`config.mk`:
```
export PLATFORM = sky130hd
export DESIGN_NAME = cmp_pwm_timer
export DESIGN_NICKNAME = d
export VERILOG_FILES = /design/src/rtl/cpwm_pkg.sv /design/src/rtl/cpwm_regs.sv /design/src/rtl/cpwm_trig.sv /design/src/rtl/cpwm_counter.sv /design/src/rtl/cpwm_compare.sv /design/src/rtl/cpwm_outstage.sv /design/src/rtl/cmp_pwm_timer.sv
export SDC_FILE = /design/constraint.sdc
export NUM_CORES = 1
export LEC_CHECK = 0
export BUFFER_PORTS_ARGS = -buffer_cell sky130_fd_sc_hd__buf_4
export CAP_MARGIN = 10
export CORE_UTILIZATION = 60
export CTS_BUF_LIST = sky130_fd_sc_hd__clkbuf_4 sky130_fd_sc_hd__clkbuf_8 sky130_fd_sc_hd__clkbuf_16
export DETAILED_ROUTE_END_ITERATION = 10
export PLACE_DENSITY = 0.79
export SYNTH_ARGS = -nofsm -noshare
export SYNTH_HDL_FRONTEND = slang
export SYNTH_SLANG_ARGS = --single-unit
```
`constraint.sdc`:
```
create_clock -name clk_i -period 2.25 [get_ports clk_i]
set_input_delay 0.45 -clock clk_i [delete_from_list [all_inputs] [get_ports clk_i]]
set_output_delay 0.45 -clock clk_i [all_outputs]
set_load 0.005 [all_outputs]
```
`src/rtl/cpwm_pkg.sv`:
```
`timescale 1ns/1ps
package cpwm_pkg;

  typedef enum logic [2:0] {
    SEL_A    = 3'd0,
    SEL_B    = 3'd1,
    SEL_C    = 3'd2,
    SEL_D    = 3'd3,
    SEL_CTRL = 3'd4
  } reg_sel_e;

  // bit 0 polarity, 1 shadow enable, 2 clear on A, 4:3 trigger edge
  typedef struct packed {
    logic [1:0] trig_edge;
    logic       clr_on_a;
    logic       shadow_en;
    logic       b_level;
  } ctrl_t;

  localparam int CTRL_W  = $bits(ctrl_t);
  localparam int NUM_CMP = 3;
  localparam int CMP_A   = 0;
  localparam int CMP_B   = 1;
  localparam int CMP_C   = 2;

endpackage

```
`src/rtl/cpwm_regs.sv`:
```
`timescale 1ns/1ps
module cpwm_regs
  import cpwm_pkg::*;
#(
  parameter int CNT_W = 16
) (
  input  logic             clk_i,
  input  logic             rst_ni,
  input  logic             wr_en_i,
  input  logic [2:0]       wr_sel_i,
  input  logic [CNT_W-1:0] wr_data_i,
  input  logic             xfer_i,
  output logic [CNT_W-1:0] cmp_a_o,
  output logic [CNT_W-1:0] cmp_b_o,
  output logic [CNT_W-1:0] cmp_c_o,
  output logic [CNT_W-1:0] cmp_d_o,
  output ctrl_t            ctrl_o
);

  logic wr_a, wr_b, wr_c, wr_d, wr_ctrl;

  always_comb begin
    wr_a    = 1'b0;
    wr_b    = 1'b0;
    wr_c    = 1'b0;
    wr_d    = 1'b0;
    wr_ctrl = 1'b0;
    if (wr_en_i) begin
      unique case (wr_sel_i)
        SEL_A:    wr_a    = 1'b1;
        SEL_B:    wr_b    = 1'b1;
        SEL_C:    wr_c    = 1'b1;
        SEL_D:    wr_d    = 1'b1;
        SEL_CTRL: wr_ctrl = 1'b1;
        default:  ;
      endcase
    end
  end

  always_ff @(posedge clk_i or negedge rst_ni) begin
    if (!rst_ni) begin
      cmp_a_o <= '0;
      cmp_c_o <= '0;
      cmp_d_o <= '0;
      ctrl_o  <= '0;
    end else begin
      if (wr_a)    cmp_a_o <= wr_data_i;
      if (wr_c)    cmp_c_o <= wr_data_i;
      if (wr_d)    cmp_d_o <= wr_data_i;
      if (wr_ctrl) ctrl_o  <= ctrl_t'(wr_data_i[CTRL_W-1:0]);
    end
  end

  // host write to B has priority over the shadow transfer
  always_ff @(posedge clk_i or negedge rst_ni) begin
    if (!rst_ni) begin
      cmp_b_o <= '0;
    end else if (wr_b) begin
      cmp_b_o <= wr_data_i;
    end else if (xfer_i && ctrl_o.shadow_en) begin
      cmp_b_o <= cmp_d_o;
    end
  end

endmodule

```
`src/rtl/cpwm_trig.sv`:
```
`timescale 1ns/1ps
module cpwm_trig #(
  parameter int SYNC_STAGES = 2
) (
  input  logic       clk_i,
  input  logic       rst_ni,
  input  logic       trig_i,
  input  logic [1:0] edge_sel_i,
  output logic       evt_o
);

  localparam int DEPTH = SYNC_STAGES + 1;

  logic [DEPTH-1:0] pipe_q;

  for (genvar s = 0; s < DEPTH; s++) begin : g_stage
    always_ff @(posedge clk_i or negedge rst_ni) begin
      if (!rst_ni) begin
        pipe_q[s] <= 1'b0;
      end else if (s == 0) begin
        pipe_q[s] <= trig_i;
      end else begin
        pipe_q[s] <= pipe_q[(s == 0) ? 0 : s-1];
      end
    end
  end

  logic synced, prev, rise, fall;

  assign synced = pipe_q[SYNC_STAGES-1];
  assign prev   = pipe_q[SYNC_STAGES];
  assign rise   = synced & ~prev;
  assign fall   = ~synced & prev;
  assign evt_o  = (rise & edge_sel_i[0]) | (fall & edge_sel_i[1]);

endmodule

```
`src/rtl/cpwm_counter.sv`:
```
`timescale 1ns/1ps
module cpwm_counter #(
  parameter int CNT_W = 16
) (
  input  logic             clk_i,
  input  logic             rst_ni,
  input  logic             en_i,
  input  logic             clr_i,
  output logic [CNT_W-1:0] cnt_o
);

  always_ff @(posedge clk_i or negedge rst_ni) begin
    if (!rst_ni) begin
      cnt_o <= '0;
    end else if (clr_i) begin
      cnt_o <= '0;
    end else if (en_i) begin
      cnt_o <= cnt_o + 1'b1;
    end
  end

endmodule

```
`src/rtl/cpwm_compare.sv`:
```
`timescale 1ns/1ps
module cpwm_compare
  import cpwm_pkg::*;
#(
  parameter int CNT_W = 16
) (
  input  logic [CNT_W-1:0]              cnt_i,
  input  logic [NUM_CMP-1:0][CNT_W-1:0] ref_i,
  output logic [NUM_CMP-1:0]            match_o
);

  for (genvar k = 0; k < NUM_CMP; k++) begin : g_cmp
    assign match_o[k] = (cnt_i == ref_i[k]);
  end

endmodule

```
`src/rtl/cpwm_outstage.sv`:
```
`timescale 1ns/1ps
module cpwm_outstage (
  input  logic clk_i,
  input  logic rst_ni,
  input  logic hit_b_i,
  input  logic hit_c_i,
  input  logic b_level_i,
  output logic pwm_o
);

  // reset level is the inverse of the reset polarity (0)
  always_ff @(posedge clk_i or negedge rst_ni) begin
    if (!rst_ni) begin
      pwm_o <= 1'b1;
    end else if (hit_c_i) begin
      pwm_o <= ~b_level_i;
    end else if (hit_b_i) begin
      pwm_o <= b_level_i;
    end
  end

endmodule

```
`src/rtl/cmp_pwm_timer.sv`:
```
`timescale 1ns/1ps
module cmp_pwm_timer
  import cpwm_pkg::*;
#(
  parameter int CNT_W       = 16,
  parameter int SYNC_STAGES = 2
) (
  input  logic             clk_i,
  input  logic             rst_ni,
  input  logic             wr_en_i,
  input  logic [2:0]       wr_sel_i,
  input  logic [CNT_W-1:0] wr_data_i,
  input  logic             cnt_en_i,
  input  logic             trig_i,
  output logic             pwm_o
);

  logic [CNT_W-1:0]              cnt;
  logic [CNT_W-1:0]              cmp_a, cmp_b, cmp_c, cmp_d;
  logic [NUM_CMP-1:0][CNT_W-1:0] refs;
  logic [NUM_CMP-1:0]            match;
  ctrl_t                         ctrl;
  logic                          trig_evt;
  logic                          cnt_clr;
  logic                          xfer;

  assign refs[CMP_A] = cmp_a;
  assign refs[CMP_B] = cmp_b;
  assign refs[CMP_C] = cmp_c;

  assign cnt_clr = (match[CMP_A] & ctrl.clr_on_a) | trig_evt;
  assign xfer    = match[CMP_A] | trig_evt;

  cpwm_regs #(.CNT_W(CNT_W)) u_regs (
    .clk_i     (clk_i),
    .rst_ni    (rst_ni),
    .wr_en_i   (wr_en_i),
    .wr_sel_i  (wr_sel_i),
    .wr_data_i (wr_data_i),
    .xfer_i    (xfer),
    .cmp_a_o   (cmp_a),
    .cmp_b_o   (cmp_b),
    .cmp_c_o   (cmp_c),
    .cmp_d_o   (cmp_d),
    .ctrl_o    (ctrl)
  );

  cpwm_trig #(.SYNC_STAGES(SYNC_STAGES)) u_trig (
    .clk_i      (clk_i),
    .rst_ni     (rst_ni),
    .trig_i     (trig_i),
    .edge_sel_i (ctrl.trig_edge),
    .evt_o      (trig_evt)
  );

  cpwm_counter #(.CNT_W(CNT_W)) u_cnt (
    .clk_i  (clk_i),
    .rst_ni (rst_ni),
    .en_i   (cnt_en_i),
    .clr_i  (cnt_clr),
    .cnt_o  (cnt)
  );

  cpwm_compare #(.CNT_W(CNT_W)) u_cmp (
    .cnt_i   (cnt),
    .ref_i   (refs),
    .match_o (match)
  );

  cpwm_outstage u_out (
    .clk_i     (clk_i),
    .rst_ni    (rst_ni),
    .hit_b_i   (match[CMP_B]),
    .hit_c_i   (match[CMP_C]),
    .b_level_i (ctrl.b_level),
    .pwm_o     (pwm_o)
  );

endmodule

```
# After elaboration in Yosys (flattened, before gate mapping)
# Cells that the tools add are included.
# totals
reg_bits,89
latch_bits,0
mem_bits_rw,0
romBits,0
output_inout_bits,1
word_cells,53
n_memories,0
# op_classes
add_sub_neg,1
mul,0
n_div,0
magnitude_cmp,0
eq_ne,7
shift,0
mux,16
bitwise_logic,11
reduce_logical,5
# ops
operator,count
16-bit 2-to-1 mux,4
16-bit == test,3
16-bit by 1-bit adder with 16-bit output (second input constant),1
1-bit 2-to-1 mux,12
3-bit by 2-bit == test with 1-bit output (second input constant),2
2-bit nonzero test,3
1-bit bitwise AND,5
3-bit by 1-bit == test with 1-bit output (second input constant),1
3-bit == test (second input constant),1
3-bit zero test,1
1-bit inverter,3
1-bit bitwise OR,3
1-bit logical AND,1

# Longest topological paths before layout
# logic_depth
ltp_word,8
ltp_mapped,8
mapped_depth_nobuf,5

# Cells and area by module
# Synthesis repeated with hierarchy kept, for this count alone.
# unflattened
hier_cells,341
area_unflattened_um2,4314.1
# modules_own_cells
mod,n_inst,cells_per_inst,area_each_um2
cpwm_regs,1,185,2758.9
cpwm_counter,1,82,872.1
cpwm_compare,1,63,526.8
cpwm_trig,1,6,95.1
cpwm_outstage,1,3,46.3
cmp_pwm_timer,1,2,15.0

# Worst setup path after synthesis
# OpenSTA, ideal clock, no wires.
# synth_timing
kind,register to register
from,register u_cnt.cnt_o[14]
to,register u_regs.cmp_b_o[10]
setup_ns,0.126
t_arrival_ns,1.731
required_ns,2.124
path_slack_ns,0.393
stages_incl_launch_ff,8
path_buffers,2
period_less_slack_ns,1.857
path_cell_list,dfrtp_1 -> buf_6 -> xnor2_4 -> nand4_2 -> nor4_4 -> nor3_2 -> buf_6 -> a221o_1
# synth_via
elab_chain_cells,4
# synth_rtl
element,line_no,source
from (decl),cpwm_counter.sv:9,output logic [CNT_W-1:0] cnt_o
from (signal assigned),cpwm_counter.sv:18,cnt_o <= cnt_o + 1'b1;
16-bit == test,cpwm_compare.sv:13,assign match_o[k] = (cnt_i == ref_i[k]);
1-bit bitwise OR,cmp_pwm_timer.sv:32,assign xfer = match[CMP_A] | trig_evt;
1-bit logical AND,cpwm_regs.sv:60,end else if (xfer_i && ctrl_o.shadow_en) begin
2-bit nonzero test (no source line),n/a,
to (signal assigned),cpwm_regs.sv:59,cmp_b_o <= wr_data_i;
to (signal assigned),cpwm_regs.sv:61,cmp_b_o <= cmp_d_o;
to (decl),cpwm_regs.sv:14,"output logic [CNT_W-1:0] cmp_b_o,"
# No other way between the ends.
# A chain may end at the register's enable or synchronous reset.

# Worst setup path in the final report
# layout_timing
from,register u_cnt.cnt_o[14]
to,register u_regs.cmp_b_o[11]
# Same word-level chain as after synthesis.

==> run metrics <==
global-route wire length before repair=16700 µm; synth unique cells=41; vias in the first global route=3220; Cells after Synth=397; Post-Synthesis Mean Instance Area=11.5 µm²; max-cap violation count=0; Setup Skew=0.00674 ns; count of buffers added by post-CTS timing repair for setup=0; Worst slew margin=32.2%; Area Growth Syn to Fin=11.5%; async set or reset register ratio after synthesis=100%; critical path's largest stage delay=0.55 ns; share of the yosys chip area belonging to registers=48.7%; family with the most delay on the worst path=simple AND/OR/NAND/NOR gates; crit path max fanout=15; reported leakage power=2.12 nW; area after detailed placement=4920 µm²; floorplan core area=7290 µm²; Rows=31; residual overflow from global routing=0; CTS Root Cell=clkbuf_8; type of element capturing the critical path=flop; Syn Nets=422; transition time at the pin with the least slew margin=1.01 ns; cells resized by post-CTS repair=0; routed wire length=10300 µm; Setup violations, final=0; maximum number of pins on one net before global-route repair=56; initial standard-cell utilization of the core=62.7%; endpoint required time on the critical path=2.48 ns; final RePlAce weighted congestion=0.843; Antenna Violating Nets Remaining=0; CTS H-Tree Depth=3; via-per-instance ratio=6.04; Bufs and invs on worst path=0; clock-pin slew of the registers on the worst-case setup and hold paths=0.09 ns; category of the worst setup path launch point=flop; crit path DAT=2.32 ns; via count=3185; power density relative to cell area=924 nW/µm²; final design instance area without fill=5100 µm²; Max Clock Freq=0.478 GHz; ratio of final minimum period to clock period=93.1%; Die Outline Area=7980 µm²; final period demand of the worst path=2.09 ns; Total Nets Final=448; result of the run=complete, no violations; average detailed-routed wire length per instance=19.6 µm; Critical-path top delay cell=dfrtp_1; final hold violation count=0; DR DRC count=0; Sum Neg Setup Slack=0 ns; worst setup path category=flop to flop; crit path cell chain=xnor2_4 -> nand4_2 -> nor4_4 -> nor3_2 -> a221o_1; Most used DFF post-synth=dfrtp_1; pins over their slew limit=0; total of warnings raised by yosys=0; hold buffer count at cts=0; worst ir drop on vdd=0.559 mV; DR pass1 iterations=4; share of post-route cells with drive strength above 1=29.4%; DPL Wire Length=7420 µm; all-layer global routing usage=29.0%; diode count=0; width of the die=89.3 µm; flip-flop and latch count after synthesis=89; summed instance area of the synthesized netlist=4570 µm²; setup repair after global routing missed its margin=no; worst hold-check path type=primary input to async pin; number of antenna violations at the first check in global routing=0; CTS tree=done; TritonCTS Buffers=9; clock sinks=89; deepest clock path buffer count=2; number of enable-type register cells in the synthesized netlist=0; Clk Latency, worst-skew pair=0.34 ns; Buffers on Ports=24; Die Y=89.3 µm; DRC marker count from the first detailed-route iteration=233; I/O pin count=25
## final cells by class
type	count	area, µm²
clock inverters	5	40.0
well taps	99	124
clock buffers	11	145
fillers	553	2190
inverters	6	22.5
multi-input cells	271	2170
flip-flops and latches	89	2230
repair buffers	46	370
## per-stage QoR
| stage | setup WS, ns | cells | total power (W) | hold slack, ns | utilization (%) |
|---|---|---|---|---|---|
| global placement | 0.258 | 511 | 0.00363 | 0.335 | 67.4 |
| floorplan | 0.393 | 397 | 0.00325 | 0.154 | - |
| finish | 0.156 | 527 | 0.00471 | 0.0542 | 70.0 |
| detailed placement | 0.208 | 511 | 0.00371 | 0.342 | 67.4 |
| global route | 0.0644 | 527 | 0.00495 | 0.0861 | 70.0 |
| CTS | 0.164 | 527 | 0.00473 | 0.0736 | 70.0 |
## cell families after synthesis
kind of cell / count (synthesis) / synth area share (%)
flops: 89 / 48.7
buf+inv: 37 / 4.32
fa+ha+maj: 1 / 0.274
mux: 53 / 13.0
compound gates: 55 / 8.48
xor+xnor: 63 / 13.0
simple gates: 99 / 12.2
## layout by cell type, fill, tap and decap left out, types with 4 or more instances in the layout
cell type  Yosys  final
a221o_1       15     15
a31oi_1       16     16
buf_4          1     44
clkbuf_8       0     10
dfrtp_1       88     88
inv_1          6      6
mux2_2        52     52
nand2_1       24     24
nand3_1        4      4
nand4_1       11     11
nor2_1        22     22
nor2b_1       15     15
nor4_1         6      6
o21ai_0       18     18
xnor2_1       38     38
xor2_1        21     21
## where the power goes
part	leakage, nW	switching, W	total (W)	internal, W
logic	0.973	0.000630	0.00137	0.000739
registers	1.06	0.000361	0.00233	0.00197
clock network	0.0856	0.000565	0.00102	0.000450
## metal layers
layer | track usage (%) | wire [µm] | vias up
met1 | 40.4 | 4510 | 1616
met5 | 0 | 0 | -
met3 | 5.72 | 613 | 17
li1 | - | - | 1452
met4 | 7.50 | 162 | 0
met2 | 47.1 | 5040 | 100
## worst register-to-register path, delay by kind of cell, from the launching register on
| family | cells | cell delay [ns] |
|---|---|---|
| flops | 1 | 0.55 |
| xor+xnor | 1 | 0.16 |
| simple gates | 3 | 0.87 |
| compound gates | 1 | 0.40 |
## cells in the mapped netlist (all sizes together), types with 2 or more instances
| cell type | n | area share [%] |
|---|---|---|
| nor2b | 15 | 2.1 |
| a21boi | 2 | 0.33 |
| buf | 20 | 2.9 |
| nor4 | 7 | 1.3 |
| o21ai | 19 | 2.2 |
| nor4bb | 2 | 0.44 |
| nor3 | 5 | 0.90 |
| xor2 | 21 | 4.0 |
| mux2 | 52 | 13 |
| nand4 | 12 | 1.8 |
| nor2 | 22 | 1.8 |
| nand3 | 4 | 0.44 |
| a31oi | 16 | 2.2 |
| xnor2 | 42 | 8.9 |
| clkbuf | 11 | 0.90 |
| a221o | 15 | 3.3 |
| dfrtp | 88 | 48 |
| and4 | 2 | 0.38 |
| inv | 6 | 0.49 |
| nand2 | 24 | 2.0 |
## registers in the layout (all words and copies together) (netlist names)
signal          flops
u_cnt.cnt_o        16
u_regs.cmp_b_o     16
u_out.pwm_o         1
u_regs.cmp_d_o     16
u_trig.prev         1
u_regs.ctrl_o       5
u_regs.cmp_a_o     16
u_trig.synced       1
u_regs.cmp_c_o     16
u_trig.pipe_q       1
## path summary, 6_finish.rpt
path / start / endpoint / slack (ns) / cells after the start
worst min-delay path: rst_ni / u_regs.cmp_a_o[3] / 0.05 / 1
worst max-delay path: u_cnt.cnt_o[14] / u_regs.cmp_b_o[11] / 0.16 / 5
max in group asynchronous: rst_ni / u_out.pwm_o / 1.51 / 2
worst max register to register: u_cnt.cnt_o[14] / u_regs.cmp_b_o[11] / 0.16 / 5
worst min register to register: u_trig.pipe_q[0] / u_trig.synced / 0.36 / 0
min in group clk_i: trig_i / u_trig.pipe_q[0] / 0.20 / 1
Power figures use the tool's default switching activity.
